[config.mk]
export PLATFORM = sky130hd
export DESIGN_NAME = timer_irq_flags
export DESIGN_NICKNAME = d
export VERILOG_FILES = /design/src/rtl/timer_irq_flags.sv
export SDC_FILE = /design/constraint.sdc
export NUM_CORES = 1
export LEC_CHECK = 0
export ABC_AREA = 1
export CAP_MARGIN = 30
export CORE_ASPECT_RATIO = 1.2
export CORE_MARGIN = 8
export CORE_UTILIZATION = 29
export CTS_CLUSTER_SIZE = 24
export DETAILED_ROUTE_END_ITERATION = 12
export PLACE_DENSITY = 0.87
export RECOVER_POWER = 100
export SETUP_SLACK_MARGIN = 0.4
export SYNTH_ARGS = -nofsm -noshare
export SYNTH_HDL_FRONTEND = slang
export SYNTH_SLANG_ARGS = --single-unit
[constraint.sdc]
create_clock -name clk -period 0.9 [get_ports clk]
set_clock_uncertainty 0.2 [all_clocks]
set_input_delay 0.135 -clock clk [delete_from_list [all_inputs] [get_ports clk]]
set_output_delay 0.135 -clock clk [all_outputs]
set_load 0.01 [all_outputs]
[src/rtl/timer_irq_flags.sv]
module timer_irq_flags #(
  parameter int NCMP = 8,
  parameter int NTMR = 4,
  parameter int NCAP = 2
) (
  input  logic            clk,
  input  logic            rst_n,
  input  logic            tick,
  input  logic [NCMP-1:0] cmp_eq,
  input  logic [NCMP-1:0] force_cmp,
  input  logic [NTMR-1:0] ovf_wrap,
  input  logic [NTMR-1:0] ovf_modal,
  input  logic [NTMR-1:0] ovf_sel,
  input  logic [NCAP-1:0] cap_edge,
  input  logic [NCAP-1:0] at_top,
  input  logic [NCAP-1:0] cap_top,
  input  logic            wr_en,
  input  logic            rd_en,
  input  logic            addr,
  input  logic [7:0]      wdata,
  output logic [7:0]      rdata,
  input  logic [7:0]      ack_main,
  input  logic [5:0]      ack_ext,
  input  logic [7:0]      en_main,
  input  logic [5:0]      en_ext,
  output logic [7:0]      flags_main,
  output logic [5:0]      flags_ext,
  output logic [7:0]      irq_main,
  output logic [5:0]      irq_ext
);

  logic [NCMP-1:0] cmp_pend;
  logic [NCAP-1:0] cap_src;
  logic [NTMR-1:0] ovf_src;
  logic [7:0]      set_main, clr_main;
  logic [5:0]      set_ext, clr_ext;

  assign cap_src = (cap_top & at_top) | (~cap_top & cap_edge);
  assign ovf_src = (ovf_sel & ovf_modal) | (~ovf_sel & ovf_wrap);

  assign set_main = {8{tick}} & {cmp_pend[1], ovf_src[2], cap_src[0], cmp_pend[2],
                                 cmp_pend[3], ovf_src[1], cmp_pend[0], ovf_src[0]};
  assign set_ext  = {6{tick}} & {cap_src[1], cmp_pend[5], cmp_pend[6],
                                 ovf_src[3], cmp_pend[7], cmp_pend[4]};

  assign clr_main = ack_main | ((wr_en && !addr) ? wdata : 8'h00);
  assign clr_ext  = ack_ext  | ((wr_en &&  addr) ? wdata[5:0] : 6'h00);

  always_ff @(posedge clk) begin
    if (!rst_n) begin
      cmp_pend   <= '0;
      flags_main <= '0;
      flags_ext  <= '0;
    end else begin
      if (tick) cmp_pend <= cmp_eq & ~force_cmp;
      flags_main <= (flags_main & ~clr_main) | set_main;
      flags_ext  <= (flags_ext  & ~clr_ext)  | set_ext;
    end
  end

  assign irq_main = flags_main & en_main;
  assign irq_ext  = flags_ext  & en_ext;
  assign rdata    = !rd_en ? 8'h00 : (addr ? {2'b00, flags_ext} : flags_main);

  assert_set_wins_R10: assert property (@(posedge clk) disable iff (!rst_n)
    (|{set_ext, set_main}) |=>
      (({flags_ext, flags_main} & $past({set_ext, set_main})) == $past({set_ext, set_main})));

  assert_clear_R4: assert property (@(posedge clk) disable iff (!rst_n)
    (|({clr_ext, clr_main} & ~{set_ext, set_main})) |=>
      (({flags_ext, flags_main} & $past({clr_ext, clr_main} & ~{set_ext, set_main})) == 14'h0));

  assert_no_tick_set_R11: assert property (@(posedge clk) disable iff (!rst_n)
    !tick |=> (({flags_ext, flags_main} & ~$past({flags_ext, flags_main})) == 14'h0));

  assert_force_masked_R7: assert property (@(posedge clk) disable iff (!rst_n)
    (tick && (|force_cmp)) |=> ((cmp_pend & $past(force_cmp)) == '0));

  assert_reserved_zero_R3: assert property (@(posedge clk) disable iff (!rst_n)
    addr |-> (rdata[7:6] == 2'b00));

  assert_cmp_late_R6: assert property (@(posedge clk) disable iff (!rst_n)
    $rose(flags_main[4]) |-> ($past(tick) && $past(cmp_pend[2] || (flags_main[4] && !clr_main[4]))));

endmodule

==> flow_metrics.tcl <==
set metrics [dict create \
    status "finished, violations left" \
    violations "hold timing, setup timing" \
    crit_path_start_kind "flip-flop" \
    syn-instance-count 220 \
    cts.clk_slew.worst_paths_ns 0.09 \
    finalWeightedCongestion 0.765 \
    path_max_fanout 3 \
    die_h_um 90.3 \
    hpwl_um 4500 \
    viasPerCell 4.56 \
    drtIter0Drc 60 \
    ys_types 15 \
    root_buffer "clkbuf_8" \
    numClockSinks 22 \
    cts_tree "yes" \
    setup_ws_ns -0.410 \
    slew_viol_final 0 \
    peakVddDrop_mv 0.705 \
    dieArea_um2 7030 \
    endpoint_kind "output port" \
    rsz0062_at_grt "yes" \
    start_util_pct 29.7 \
    fin_tns_setup_ns -13.07 \
    fmax_mhz 763 \
    hold_slack_ns -0.0648 \
    fillCellCount 337 \
    syn_area_um2 1330 \
    yosysWarnings 0 \
    crit_type "reg -> out" \
    final_cell_mix "62 x clkdlybuf4s50_1, 52 x buf_6, 34 x nand2_1" \
    wirelength_um 6590 \
    period_minus_slack_ns 1.31 \
    grt_pass1_wl_um 9850 \
    rows 27 \
    drive_gt1_share_pct 56.0 \
    synth_nets 296 \
    grt_use_total_pct 16.9 \
    via_count 1942 \
    grt_pass1_vias 2049 \
    cts_made_buffers 3 \
    antenna_found_initial 0 \
    crit_required_ns 0.56 \
    hold_viol 5 \
    firstDrtPassIters 4 \
    htree_levels 1 \
    tightest_slew_ns 0.243 \
    grt_overflow_total 0 \
    multi_input_area_um2 871 \
    hp-class "in -> reg" \
    arrival_ns 0.98 \
    drv_cap 0 \
    final_cells 426 \
    syn_to_final_growth_pct 148 \
    ys_ff_latch 22 \
    diodes 0 \
    leakage_nw 1.59 \
    final_core_util_pct 73.7 \
    fin_area_um2 3310 \
    placed_cell_area_um2 2730 \
    io_buffers 111 \
    register_area_um2 492 \
    yosysTopAreaCell "dfxtp_1" \
    clk_latency_ns 0.26 \
    seq_area_frac_synth_pct 33.0 \
    slew_headroom_pct 83.8 \
    final_nets 445 \
    drc 0 \
    core-area_um2 4490 \
    grt_start_max_net_pins 16 \
    fin_crit_sh_pct 146 \
    fp.dieW_um 77.9 \
    dp_cells 401 \
    p_per_area_nw_per_um2 877 \
    avgSynthCellArea_um2 6.06 \
    setup_viol 50 \
    ant_nets 0 \
    mostFrequentLayoutCell "clkdlybuf4s50_1" \
    yosys.area.top_type_share_pct 33.0 \
    synthTopCellsByArea "dfxtp_1 33%, nand2_1 16%, inv_1 15%, nand3_1 7.5%, a21oi_1 6.8%" \
    pin_count 112 \
    routedWlPerCell_um 15.5 \
    cts.path.max_buffers 2 \
]
what timing repair did:
item                                   CTS  global route
pin swaps                               12            23
cloned                                   2             0
resized for setup                      231            66
buffers inserted                        13             6
endpoints found under the hold margin    1             5
setup endpoints to repair               58            58
per-stage QoR:
stage / setup slack (ns) / hold slack, ns / power [mW]
after floorplan: -0.0313 / 0.0768 / 1.40
after global placement: -1.04 / 0.245 / 1.95
after detailed placement: -1.04 / 0.252 / 1.97
after CTS: -0.385 / -0.0207 / 2.81
after global routing: -0.436 / -0.0526 / 3.03
final: -0.410 / -0.0648 / 2.91
synth_stat cells:
library cell	number
nand2_1	56
inv_1	55
dfxtp_1	22
nand3_1	20
a21oi_1	18
nor2_1	14
o21ai_0	11
a21oi_2	10
buf_2	3
buf_6	3
o21ai_1	3
nor3_1	2
buf_4	1
inv_2	1
inv_4	1
layer usage:
layer | vias up | track usage [%] | share of wire (%)
met5 | - | 0 | 0
met4 | 0 | 4.95 | 3.5
met3 | 16 | 4.48 | 5.5
met2 | 77 | 33.1 | 56
met1 | 887 | 16.5 | 34
li1 | 962 | - | -
final cells by class:
cell class | instances | share of cell area, %
flip-flops and latches | 22 | 14.8
inverters | 57 | 6.84
well taps | 58 | 2.19
multi-input cells | 134 | 26.3
repair buffers | 151 | 48.2
clock buffers | 4 | 1.66
path summary, 6_finish.rpt:
check,from,slack [ns],endpoint,depth (start not counted)
worst min register to register,cmp_pend[6],0.27,flags_ext[3],2
worst min-delay path,force_cmp[6],-0.06,cmp_pend[6],4
worst max-delay path,flags_main[4],-0.41,rdata[4],3
worst max register to register,flags_main[4],-0.20,flags_main[4],6
power by group:
group / internal [mW] / switching, mW / total [mW] / leakage [nW]
Combinational: 0.663 / 0.434 / 1.10 / 1.37
Clock: 0.390 / 0.347 / 0.737 / 0.0288
Sequential: 1.02 / 0.0540 / 1.07 / 0.192
flip-flops by register name, summed over array words and instances, names as in the netlist:
signal,flops
cmp_pend,8
flags_ext,6
flags_main,8
worst max-delay path, cell delays in order (launching register included):
cell     delay (ns)
dfxtp_4        0.36
o21ai_2        0.16
a21oi_2        0.05
buf_2          0.14
cells by family (layout without fill, tap and decap cells):
group / after synthesis / count (layout) / share of synthesized area (%)
and+or+nand+nor: 92 / 92 / 28.0
buffers and inverters: 64 / 212 / 20.5
DFF: 22 / 22 / 33.0
AOI/OAI and AO/OA: 42 / 42 / 18.6
Power figures use the tool's default switching activity.
